<file path="config.mk">
export PLATFORM = sky130hd
export DESIGN_NAME = power_route_sel
export DESIGN_NICKNAME = d
export VERILOG_FILES = /design/src/rtl/route_sel_pkg.sv /design/src/rtl/rsel_min_dirs.sv /design/src/rtl/rsel_detour_dirs.sv /design/src/rtl/rsel_first_pick.sv /design/src/rtl/power_route_sel.sv
export SDC_FILE = /design/constraint.sdc
export NUM_CORES = 1
export LEC_CHECK = 0
export CAP_MARGIN = 0
export CORE_AREA = 10 10 54 56
export CTS_BUF_LIST = sky130_fd_sc_hd__clkbuf_8 sky130_fd_sc_hd__clkbuf_16
export DETAILED_ROUTE_END_ITERATION = 10
export DIE_AREA = 0 0 64 66
export GPL_ROUTABILITY_DRIVEN = 0
export GPL_TIMING_DRIVEN = 0
export PLACE_DENSITY = 0.79
export SLEW_MARGIN = 20
export SYNTH_ARGS = -nofsm -noshare
export SYNTH_HDL_FRONTEND = slang
export SYNTH_HIERARCHICAL = 1
export SYNTH_SLANG_ARGS = --single-unit
</file>
<file path="constraint.sdc">
create_clock -name clk -period 4.3 [get_ports clk]
set_input_delay 0.86 -clock clk [delete_from_list [all_inputs] [get_ports clk]]
set_output_delay 0.86 -clock clk [all_outputs]
set_load 0.01 [all_outputs]
</file>
<file path="src/rtl/route_sel_pkg.sv">
// Shared port codes and direction indices for the route selector.
package route_sel_pkg;
    typedef enum logic [2:0] {
        PORT_EJECT = 3'd0,
        PORT_EAST  = 3'd1,
        PORT_WEST  = 3'd2,
        PORT_NORTH = 3'd3,
        PORT_SOUTH = 3'd4,
        PORT_RING  = 3'd5,
        PORT_HOLD  = 3'd6
    } port_e;

    localparam int NDIR    = 4;
    localparam int DIR_E   = 0;
    localparam int DIR_W   = 1;
    localparam int DIR_N   = 2;
    localparam int DIR_S   = 3;
endpackage

</file>
<file path="src/rtl/rsel_min_dirs.sv">
// Productive-direction finder: marks each direction that reduces the
// distance to the destination, and flags arrival.
// Assumes unsigned coordinates with x growing east and y growing north.
module rsel_min_dirs #(
    parameter int CW = 2
) (
    input  logic [CW-1:0] cur_x,
    input  logic [CW-1:0] cur_y,
    input  logic [CW-1:0] dst_x,
    input  logic [CW-1:0] dst_y,
    output logic [3:0]    min_mask,
    output logic          at_dest
);
    import route_sel_pkg::*;

    // Sign of each coordinate difference selects the productive directions.
    always_comb begin
        min_mask        = '0;
        min_mask[DIR_E] = dst_x > cur_x;
        min_mask[DIR_W] = dst_x < cur_x;
        min_mask[DIR_N] = dst_y > cur_y;
        min_mask[DIR_S] = dst_y < cur_y;
        at_dest         = (dst_x == cur_x) && (dst_y == cur_y);
    end
endmodule

</file>
<file path="src/rtl/rsel_detour_dirs.sv">
// Detour-direction finder: marks non-productive directions whose
// neighbour lies inside the mesh. Assumes mesh size fits CW bits.
module rsel_detour_dirs #(
    parameter int MESH_X = 4,
    parameter int MESH_Y = 4,
    parameter int CW     = 2
) (
    input  logic [CW-1:0] cur_x,
    input  logic [CW-1:0] cur_y,
    input  logic [3:0]    min_mask,
    output logic [3:0]    det_mask
);
    import route_sel_pkg::*;

    localparam logic [CW-1:0] X_MAX = CW'(MESH_X - 1);
    localparam logic [CW-1:0] Y_MAX = CW'(MESH_Y - 1);

    logic [3:0] in_mesh;

    // Edge test per direction: the neighbour must exist.
    always_comb begin
        in_mesh        = '0;
        in_mesh[DIR_E] = cur_x != X_MAX;
        in_mesh[DIR_W] = cur_x != '0;
        in_mesh[DIR_N] = cur_y != Y_MAX;
        in_mesh[DIR_S] = cur_y != '0;
    end

    // Each detour candidate is an in-mesh direction that is not productive.
    for (genvar d = 0; d < NDIR; d++) begin : g_det
        assign det_mask[d] = in_mesh[d] && !min_mask[d];
    end
endmodule

</file>
<file path="src/rtl/rsel_first_pick.sv">
// Fixed-priority picker: returns the lowest set bit of a mask.
// Assumes N >= 2; index 0 has the highest priority.
module rsel_first_pick #(
    parameter int N  = 4,
    localparam int IW = $clog2(N)
) (
    input  logic [N-1:0]  req,
    output logic          found,
    output logic [IW-1:0] idx
);
    // Scan from the top so the lowest set bit is written last.
    always_comb begin
        found = 1'b0;
        idx   = '0;
        for (int i = N - 1; i >= 0; i--) begin
            if (req[i]) begin
                found = 1'b1;
                idx   = IW'(i);
            end
        end
    end
endmodule

</file>
<file path="src/rtl/power_route_sel.sv">
// Power-aware adaptive route selector for one router of a mesh.
// Chooses an output port and channel class for a head flit. Switched-off
// neighbours count as unusable, a one-hop detour is allowed only when
// every productive neighbour is off, and the header misroute count forces
// the escape ring once it reaches the limit. One registered stage.
// Assumes neighbour power and output-free inputs are valid with the request.
module power_route_sel #(
    parameter int MESH_X = 4,
    parameter int MESH_Y = 4,
    parameter int CNT_W  = 3,
    localparam int CW    = $clog2((MESH_X > MESH_Y) ? MESH_X : MESH_Y)
) (
    input  logic             clk,
    input  logic             rst_n,
    input  logic             req_vld_i,
    input  logic [CW-1:0]    cur_x_i,
    input  logic [CW-1:0]    cur_y_i,
    input  logic [CW-1:0]    dst_x_i,
    input  logic [CW-1:0]    dst_y_i,
    input  logic [3:0]       nbr_pwr_i,
    input  logic [3:0]       out_free_i,
    input  logic             on_esc_i,
    input  logic [CNT_W-1:0] mis_cnt_i,
    input  logic [CNT_W-1:0] mis_thr_i,
    output logic             sel_vld_o,
    output logic [2:0]       sel_port_o,
    output logic             esc_o,
    output logic [CNT_W-1:0] mis_cnt_o
);
    import route_sel_pkg::*;

    logic [3:0]       min_mask, det_mask, min_use, det_use;
    logic             at_dest, min_found, det_found;
    logic [1:0]       min_idx, det_idx;
    port_e            nxt_port, port_q;
    logic             nxt_esc, esc_q, vld_q;
    logic [CNT_W-1:0] nxt_cnt, cnt_q;

    rsel_min_dirs #(.CW(CW)) u_min (
        .cur_x(cur_x_i), .cur_y(cur_y_i),
        .dst_x(dst_x_i), .dst_y(dst_y_i),
        .min_mask(min_mask), .at_dest(at_dest)
    );

    rsel_detour_dirs #(.MESH_X(MESH_X), .MESH_Y(MESH_Y), .CW(CW)) u_det (
        .cur_x(cur_x_i), .cur_y(cur_y_i),
        .min_mask(min_mask), .det_mask(det_mask)
    );

    // Usable candidates need a powered neighbour and a free output.
    assign min_use = min_mask & nbr_pwr_i & out_free_i;
    assign det_use = det_mask & nbr_pwr_i & out_free_i;

    rsel_first_pick #(.N(NDIR)) u_pick_min (
        .req(min_use), .found(min_found), .idx(min_idx)
    );

    rsel_first_pick #(.N(NDIR)) u_pick_det (
        .req(det_use), .found(det_found), .idx(det_idx)
    );

    // Decision ladder: eject, escape, limit, productive, hold, detour, ring.
    always_comb begin
        nxt_port = PORT_HOLD;
        nxt_esc  = 1'b0;
        nxt_cnt  = mis_cnt_i;
        if (at_dest) begin
            nxt_port = PORT_EJECT;
            nxt_esc  = on_esc_i;
        end else if (on_esc_i || (mis_cnt_i >= mis_thr_i)) begin
            nxt_port = PORT_RING;
            nxt_esc  = 1'b1;
        end else if (min_found) begin
            nxt_port = port_e'(3'(min_idx) + 3'd1);
        end else if (|(min_mask & nbr_pwr_i)) begin
            nxt_port = PORT_HOLD;
        end else if (det_found) begin
            nxt_port = port_e'(3'(det_idx) + 3'd1);
            nxt_cnt  = CNT_W'(mis_cnt_i + 1'b1);
        end else begin
            nxt_port = PORT_RING;
            nxt_esc  = 1'b1;
        end
    end

    // Output register: capture a decision only for a valid request.
    always_ff @(posedge clk) begin
        if (!rst_n) begin
            vld_q  <= 1'b0;
            port_q <= PORT_HOLD;
            esc_q  <= 1'b0;
            cnt_q  <= '0;
        end else begin
            vld_q <= req_vld_i;
            if (req_vld_i) begin
                port_q <= nxt_port;
                esc_q  <= nxt_esc;
                cnt_q  <= nxt_cnt;
            end
        end
    end

    assign sel_vld_o  = vld_q;
    assign sel_port_o = port_q;
    assign esc_o      = esc_q;
    assign mis_cnt_o  = cnt_q;
endmodule

</file>
==> results of run 1 <==
## final cells by class
| class | count | share of cell area [%] |
|---|---|---|
| plain buffers | 1 | 0.612 |
| clock buffers | 3 | 3.37 |
| inverters | 14 | 4.29 |
| multi-input cells | 79 | 49.0 |
| flip-flops and latches | 8 | 13.1 |
| well taps | 27 | 2.76 |
| repair buffers | 33 | 26.9 |
## per-layer routing
metal  wire (µm)  track usage [%]  vias to the layer above
li1            -                -                      450
met1         987             12.3                      379
met2        1190             20.4                       10
met3          76             2.71                        4
met4          25             3.28                        0
met5           0                0                        -
## cells by family after synthesis
kind of cell | Yosys count | synth area share, %
AO/OA/AOI/OAI | 33 | 30.3
adder cells (fa/ha/maj) | 10 | 15.2
buffers and inverters | 15 | 7.32
flip-flops | 8 | 19.5
AND/OR/NAND/NOR | 36 | 27.6
## path summary, 6_finish.rpt
path,end,slack (ns)
max,mis_cnt_o[2]$_SDFFE_PN0P_,0.78
min,esc_o$_SDFFE_PN0P_,0.48
max reg2reg,sel_port_o[2]$_SDFFE_PN1P_,3.62
min reg2reg,esc_o$_SDFFE_PN0P_,0.48
## power breakdown
| group | switching (W) | total [W] | internal [W] |
|---|---|---|---|
| sequential | 0.00000288 | 0.0000836 | 0.0000807 |
| combinational | 0.0000537 | 0.000119 | 0.0000653 |
| clock | 0.0000287 | 0.0000893 | 0.0000606 |
## through the flow
step | hold slack [ns] | instance area, µm² | power [W]
after floorplan | 0.511 | 821 | 0.000152
after global placement | 0.457 | 1180 | 0.000200
after detailed placement | 0.474 | 1180 | 0.000204
after CTS | 0.483 | 1230 | 0.000293
after global routing | 0.512 | 1230 | 0.000309
final | 0.481 | 1230 | 0.000292
## cells in the final DEF, fill, tap and decap left out
cell type         n
clkdlybuf4s50_1  33
and2_1            2
o31ai_1           1
nor2_1            8
clkbuf_8          3
o21ba_1           2
dfxtp_1           8
and3_1            8
nand2b_1          4
inv_1            14
a211o_1           1
nand2_1           2
or3_1             1
a2bb2oi_2         2
a21oi_2           2
nor2b_4           2
nand3_1           1
a22oi_1           2
and4_1            1
nor3_1            2
o31a_1            1
ha_1             10
a21o_1            1
nand2b_4          1
a31oi_1           3
o221ai_1          2
or4_1             1
and4_2            1
nor2b_1           2
a32o_1            2
o21ai_0           8
a21oi_1           4
o211ai_1          1
buf_4             1
a311o_1           1
## registers in the layout, indices dropped and copies added (netlist names)
| signal | cells |
|---|---|
| mis_cnt_o | 3 |
| sel_port_o | 3 |
| sel_vld_o | 1 |
| esc_o | 1 |
==> flow_summary.ini, run 1 <==
[run_status]
status = complete, no violations

[drt]
num_vias = 843
drtIter0Drc = 11
drtPass1Iterations = 4
ant_nets = 0
drt-vias-per-instance = 5.11
drc = 0
routed_wl_um = 2280
wire_per_inst_um = 13.8

[min_path]
hp-start = esc_o$_SDFFE_PN0P_
hold_path_class = reg2reg
whs_path_depth = 1

[die]
die-height_um = 66
rows = 16
initial_utilization_pct = 43.2
core_um2 = 1900
die_w_um = 64
fp.dieArea_um2 = 4220
ios = 34

[cells_and_area]
layout.nets = 176
synthToLayoutAreaGrowth_pct = 49.4
fin_util_pct = 64.5
diodes = 0
multi_input_area_um2 = 601
seq_area_um2 = 160
final_cells = 165
fill_cells = 173
drive_gt1_share_pct = 8.70

[timing]
tightestPinTransition_ns = 0.320
slew_headroom_pct = 78.6
fin_setup_tns_ns = 0
setup_violations = 0
setup_ws_ns = 0.778
rsz0062_at_grt = false
finClkSkew_ns = 0
drv_slew = 0
period_share_pct = 81.9
period_needed_ns = 3.52
hold_viol = 0
clock.fmax_mhz = 284

[clock_network]
h-tree-depth = 1
clock_path_buffers = 2
cts_tree = done
postCtsHoldBufs = 0
clock_tree.root_cell = clkbuf_8
insertion_delay_ns = 0.22
numCtsBuffers = 3
ctsResizeCount = 0
clkTransAtPathRegs_ns = 0.04
post_cts_buffers = 0
cts.sinks = 8

[critical_path]
cp.depth = 13
max_stage_delay_ns = 0.51
crit-reg2reg-launch = sel_port_o[2]$_SDFFE_PN1P_
end_kind = flop
slowest_stage = clkdlybuf4s50_1
crit_required_ns = 4.46
start_kind = primary input
cp_num_buf_inv = 2
crit_type = in2reg
reg2reg_depth = 3
cpMostUsedCell = nor2_1
critPathTopFamily = simple AND/OR/NAND/NOR gates
worstPathArrival_ns = 3.68
worstPathMaxFanout = 6
startpoint = cur_y_i[1]
cp_cell_sequence = clkdlybuf4s50_1 > inv_1 > ha_1 > nor2b_4 > nor2_1 > o21ba_1 > and3_1 > nor2_1 > nand2_1 > nand2b_4 > a311o_1 > or4_1 > a31oi_1

[global_route]
grt_remaining_overflow = 0
track_usage_pct = 11.1
grt_antenna_before_repair = 0
grt_pass1_vias = 852
grt_pass1_wl_um = 3900
grt_start_max_net_pins = 11

[logic_synthesis]
ys.flop_type = dfxtp_1
seq_area_frac_synth_pct = 19.5
netlist_instances = 102
syn_area_um2 = 821
synth.distinct_cells = 33
yosys.cell_count.top_type = inv_1
synth_edf_count = 0
yosysTopAreaCellShare_pct = 19.5
synth_area_leader_cell = dfxtp_1
avgSynthCellArea_um2 = 8.05
async_flop_share_pct = 0
ys_ff_latch = 8
ys_warn_count = 6
synthTopCellsByArea = dfxtp_1 20%, ha_1 15%, inv_1 6.4%
syn_nets = 138
synthTopCellsByCount = 14 x inv_1, 10 x ha_1

[placement]
placedCellCount = 162
hpwl_um = 2020
dp_slack_ns = 0.560
io_buffer_count = 33

[pwr]
total_leakage_power_nw = 0.560
p_per_area_nw_per_um2 = 238
irDropWorstVdd_uv = 177

[run]
cap_violations = 0
(Power assumes the default switching activity.)
==> run 2: changes to the inputs <==
--- a/config.mk
+++ b/config.mk
@@ -6,13 +6,13 @@
 export NUM_CORES = 1
 export LEC_CHECK = 0
 export CAP_MARGIN = 0
-export CORE_AREA = 10 10 54 56
+export CORE_AREA = 10 10 58 60
 export CTS_BUF_LIST = sky130_fd_sc_hd__clkbuf_8 sky130_fd_sc_hd__clkbuf_16
 export DETAILED_ROUTE_END_ITERATION = 10
-export DIE_AREA = 0 0 64 66
+export DIE_AREA = 0 0 68 70
 export GPL_ROUTABILITY_DRIVEN = 0
 export GPL_TIMING_DRIVEN = 0
-export PLACE_DENSITY = 0.79
+export PLACE_DENSITY = 0.71
 export SLEW_MARGIN = 20
 export SYNTH_ARGS = -nofsm -noshare
 export SYNTH_HDL_FRONTEND = slang
==> constraint.sdc (replaced) <==
create_clock -name clk -period 2.87 [get_ports clk]
set_input_delay 0.574 -clock clk [delete_from_list [all_inputs] [get_ports clk]]
set_output_delay 0.574 -clock clk [all_outputs]
set_load 0.01 [all_outputs]
==> flow_summary.ini, run 2 (synthesis gave the netlist of run 1 again) <==
[critical_path]
worstPathArrival_ns = 2.86
reg2reg_depth = 3
worstPathMaxFanout = 3
crit_required_ns = 3.02
end_kind = flop
crit_type = in2reg
start_kind = primary input

[pwr]
irDropWorstVdd_uv = 347
p_per_area_nw_per_um2 = 342
total_leakage_power_nw = 0.635

[die]
ios = 34
initial_utilization_pct = 35.0
die_w_um = 68
core_um2 = 2340
die-height_um = 70
rows = 18
fp.dieArea_um2 = 4760

[timing]
drv_slew = 0
setup_violations = 0
tightestPinTransition_ns = 0.348
holdWs_ns = 0.465
hold_viol = 0
period_share_pct = 94.3
clock.fmax_mhz = 369
period_needed_ns = 2.71
slew_headroom_pct = 76.7
finClkSkew_ns = 0
rsz0062_at_grt = false

[drt]
drc = 0
drtIter0Drc = 18
highest_layer = met3
num_vias = 901
drtPass1Iterations = 4
dr_wl_met3_um = 47
routed_wl_um = 2520
wire_per_inst_um = 14.6
ant_nets = 0
route.met2.wl_um = 1480
drt-vias-per-instance = 5.21
wl_met1_um = 994

[run]
cap_violations = 0

[cells_and_area]
drive_gt1_share_pct = 24.5
layout.nets = 181
final_common_cell = clkdlybuf4s50_1
final_cell_mix = 25 x clkdlybuf4s50_1, 11 x inv_1, 8 x o21ai_0, 8 x dfxtp_1
diodes = 0
synthToLayoutAreaGrowth_pct = 65.9
fin_util_pct = 58.1
fill_cells = 222

[clock_network]
cts.sinks = 8
clock_path_buffers = 2
clkTransAtPathRegs_ns = 0.04
numCtsBuffers = 3
insertion_delay_ns = 0.23
cts_tree = done
h-tree-depth = 1
clock_tree.root_cell = clkbuf_8

[global_route]
grt_pass1_wl_um = 4070
grt_start_max_net_pins = 11
track_usage_pct = 10.3
grt_antenna_before_repair = 0
grt_pass1_vias = 976
grt_remaining_overflow = 0

[placement]
hpwl_um = 1930
io_buffer_count = 33

[min_path]
hold_path_class = reg2reg
whs_path_depth = 1

[run_status]
status = complete, no violations
## run 2: power by group
part / leakage [nW] / internal [W] / switching [W] / total, W
clock network: 0.0216 / 0.0000907 / 0.0000421 / 0.000133
logic: 0.547 / 0.000114 / 0.0000934 / 0.000207
registers: 0.0666 / 0.000121 / 0.00000421 / 0.000125
## run 2: path summary, 6_finish.rpt
| check | to | slack [ns] | startpoint |
|---|---|---|---|
| worst max-delay path | mis_cnt_o[2]$_SDFFE_PN0P_ | 0.16 | dst_y_i[1] |
| worst min-delay path | esc_o$_SDFFE_PN0P_ | 0.47 | esc_o$_SDFFE_PN0P_ |
| worst max register to register | sel_port_o[2]$_SDFFE_PN1P_ | 2.19 | sel_port_o[2]$_SDFFE_PN1P_ |
| worst min register to register | esc_o$_SDFFE_PN0P_ | 0.47 | esc_o$_SDFFE_PN0P_ |
## run 2: layout make-up
type / instances / area [µm²] / area share [%]
well taps: 30 / 37.5 / 2.76
plain buffers: 1 / 7.51 / 0.551
clock buffers: 3 / 41.3 / 3.03
multi-input cells: 79 / 689 / 50.6
inverters: 14 / 52.6 / 3.86
flip-flops and latches: 8 / 160 / 11.8
repair buffers: 38 / 373 / 27.4
## run 2: through the flow
step	power, W	cell area [µm²]	setup slack [ns]	setup TNS (ns)	std cells
final	0.000465	1360	0.164	0	173
after floorplan	0.000227	821	0.188	0	102
after global routing	0.000494	1360	0.0853	0	173
after CTS	0.000452	1280	0.0370	0	170
after detailed placement	0.000305	1190	-0.550	-2.04	165
after global placement	0.000301	1190	-0.514	-1.84	165
## run 2: per-layer routing
layer	global-route usage (%)	vias to the layer above
met5	0	-
met4	1.34	0
met3	2.39	0
met2	20.7	14
met1	10.2	429
li1	-	458
## run 2: worst max-delay path, stage by stage
cell	delay, ns
dlymetal6s2s_1	0.16
ha_4	0.30
nor2b_4	0.18
nor2_4	0.05
o21ba_1	0.21
and3_4	0.18
nor2_1	0.06
nand2_2	0.09
nand2b_4	0.05
a311o_1	0.33
or4_1	0.52
a31oi_1	0.16
## run 2: timing repair
action,in CTS,in global routing
hold buffers,0,0
endpoints found under the setup margin,4,4
pin swaps,3,5
resized for setup,9,22
setup buffers,2,3
==> run 3: changes to the inputs <==
--- a/config.mk
+++ b/config.mk
@@ -13,6 +13,8 @@
 export GPL_ROUTABILITY_DRIVEN = 0
 export GPL_TIMING_DRIVEN = 0
 export PLACE_DENSITY = 0.71
+export RECOVER_POWER = 100
+export SKIP_CTS_REPAIR_TIMING = 1
 export SLEW_MARGIN = 20
 export SYNTH_ARGS = -nofsm -noshare
 export SYNTH_HDL_FRONTEND = slang
==> flow_summary.ini, run 3 (synthesis gave the netlist of run 1 again) <==
[timing]
tightestPinTransition_ns = 0.381
fin_setup_tns_ns = 0
hold_viol = 0
period_needed_ns = 2.71
drv_slew = 0
holdWs_ns = 0.459
period_share_pct = 94.6
slew_headroom_pct = 74.5
finClkSkew_ns = 0
rsz0062_at_grt = false
clock.fmax_mhz = 368
setup_violations = 0

[critical_path]
reg2reg_to = sel_port_o[2]$_SDFFE_PN1P_
worstPathMaxFanout = 4
cp_cell_sequence = dlymetal6s2s_1 > inv_1 > ha_4 > nor2b_4 > nor2_4 > o21ba_1 > and3_4 > nor2_2 > nand2_1 > nand2b_4 > a311o_1 > or4_1 > a31oi_1
slowest_stage = or4_1
max_stage_delay_ns = 0.52
crit-reg2reg-launch = sel_port_o[2]$_SDFFE_PN1P_
crit_type = in2reg
crit_required_ns = 3.03
reg2reg_depth = 3
r2r_setup_slack_ns = 2.19
start_kind = primary input
end_kind = flop
worstPathArrival_ns = 2.87

[pwr]
total_leakage_power_nw = 0.667
irDropWorstVdd_uv = 343
power_w = 0.000459
p_per_area_nw_per_um2 = 336

[cells_and_area]
layout.nets = 182
final_cells = 174
final_common_cell = clkdlybuf4s50_1
final_area_um2 = 1370
final_cell_mix = 15 x clkdlybuf4s50_1, 12 x inv_1, 10 x dlygate4sd3_1
drive_gt1_share_pct = 20.8
diodes = 0
fill_cells = 219
synthToLayoutAreaGrowth_pct = 66.5

[run_status]
status = complete, no violations

[placement]
hpwl_um = 1930
placedCellCount = 165
place_area_um2 = 1190
io_buffer_count = 33

[drt]
dr_wl_met3_um = 46
wl_met1_um = 962
wire_per_inst_um = 14.4
num_vias = 905
drtIter0Drc = 13
drtPass1Iterations = 4
drc = 0
routed_wl_um = 2510
route.met2.wl_um = 1500
highest_layer = met3
ant_nets = 0
drt-vias-per-instance = 5.20

[die]
core_um2 = 2340
die_w_um = 68
ios = 34
die-height_um = 70
rows = 18
initial_utilization_pct = 35.0
fp.dieArea_um2 = 4760

[global_route]
grt_pass1_wl_um = 3770
grt_antenna_before_repair = 0
grt_remaining_overflow = 0
grt_start_max_net_pins = 11
track_usage_pct = 9.50
grt_pass1_vias = 916

[min_path]
whs_path_depth = 1
hold_path_class = reg2reg
hp-start = esc_o$_SDFFE_PN0P_
hold_path_end = esc_o$_SDFFE_PN0P_

[run]
cap_violations = 0

[clock_network]
insertion_delay_ns = 0.23
cts.sinks = 8
clock_tree.root_cell = clkbuf_8
clkTransAtPathRegs_ns = 0.04
h-tree-depth = 1
clock_path_buffers = 2
cts_tree = done
numCtsBuffers = 3
run 3: cell types whose count changed in the layout (fill, tap and decap cells not counted), sizes merged:
cell	previous run	this run
dlygate4sd3	0	10
clkbuf	5	3
clkdlybuf4s50	25	15
dlymetal6s2s	6	8
buf	6	7
run 3: per-layer routing:
metal  track usage, %  up-vias
li1                 -      461
met1             9.72      430
met2             18.4       14
met3             2.39        0
met4             1.34        0
met5                0        -
run 3: critical path, delay by kind of cell:
kind	cells	cell delay [ns]
adder cells (fa/ha/maj)	1	0.27
buffers and inverters	2	0.21
AND/OR/NAND/NOR	7	1.17
AO/OA/AOI/OAI	3	0.65
run 3: report_power, final:
part	internal [W]	switching (W)	total, W
Combinational	0.000110	0.0000919	0.000201
Sequential	0.000121	0.00000378	0.000125
Clock	0.0000907	0.0000426	0.000133
run 3: worst max path at each step:
stage                           from                          to
after floorplan           cur_x_i[1]   mis_cnt_o[2]$_SDFFE_PN0P_
after global placement    cur_x_i[1]   mis_cnt_o[2]$_SDFFE_PN0P_
after detailed placement  cur_x_i[1]   mis_cnt_o[2]$_SDFFE_PN0P_
after CTS                 cur_x_i[1]   mis_cnt_o[2]$_SDFFE_PN0P_
after global routing      cur_y_i[1]  sel_port_o[2]$_SDFFE_PN1P_
final                     cur_x_i[1]   mis_cnt_o[2]$_SDFFE_PN0P_
run 3: area by class of cell:
type                    instances  area, µm²  share of cell area, %
repair buffers                 39        395                   28.9
flip-flops and latches          8        160                   11.7
inverters                      14       52.6                   3.85
multi-input cells              79        672                   49.2
clock buffers                   3       41.3                   3.02
plain buffers                   1       7.51                  0.549
well taps                      30       37.5                   2.75
run 3: through the flow:
stage	utilization [%]	worst slack, ns
2_1_floorplan	-	0.188
3_3_place_gp	50.7	-0.514
3_5_place_dp	50.7	-0.550
4_1_cts	52.5	-0.320
5_1_grt	58.3	0.0291
6_report	58.3	0.156
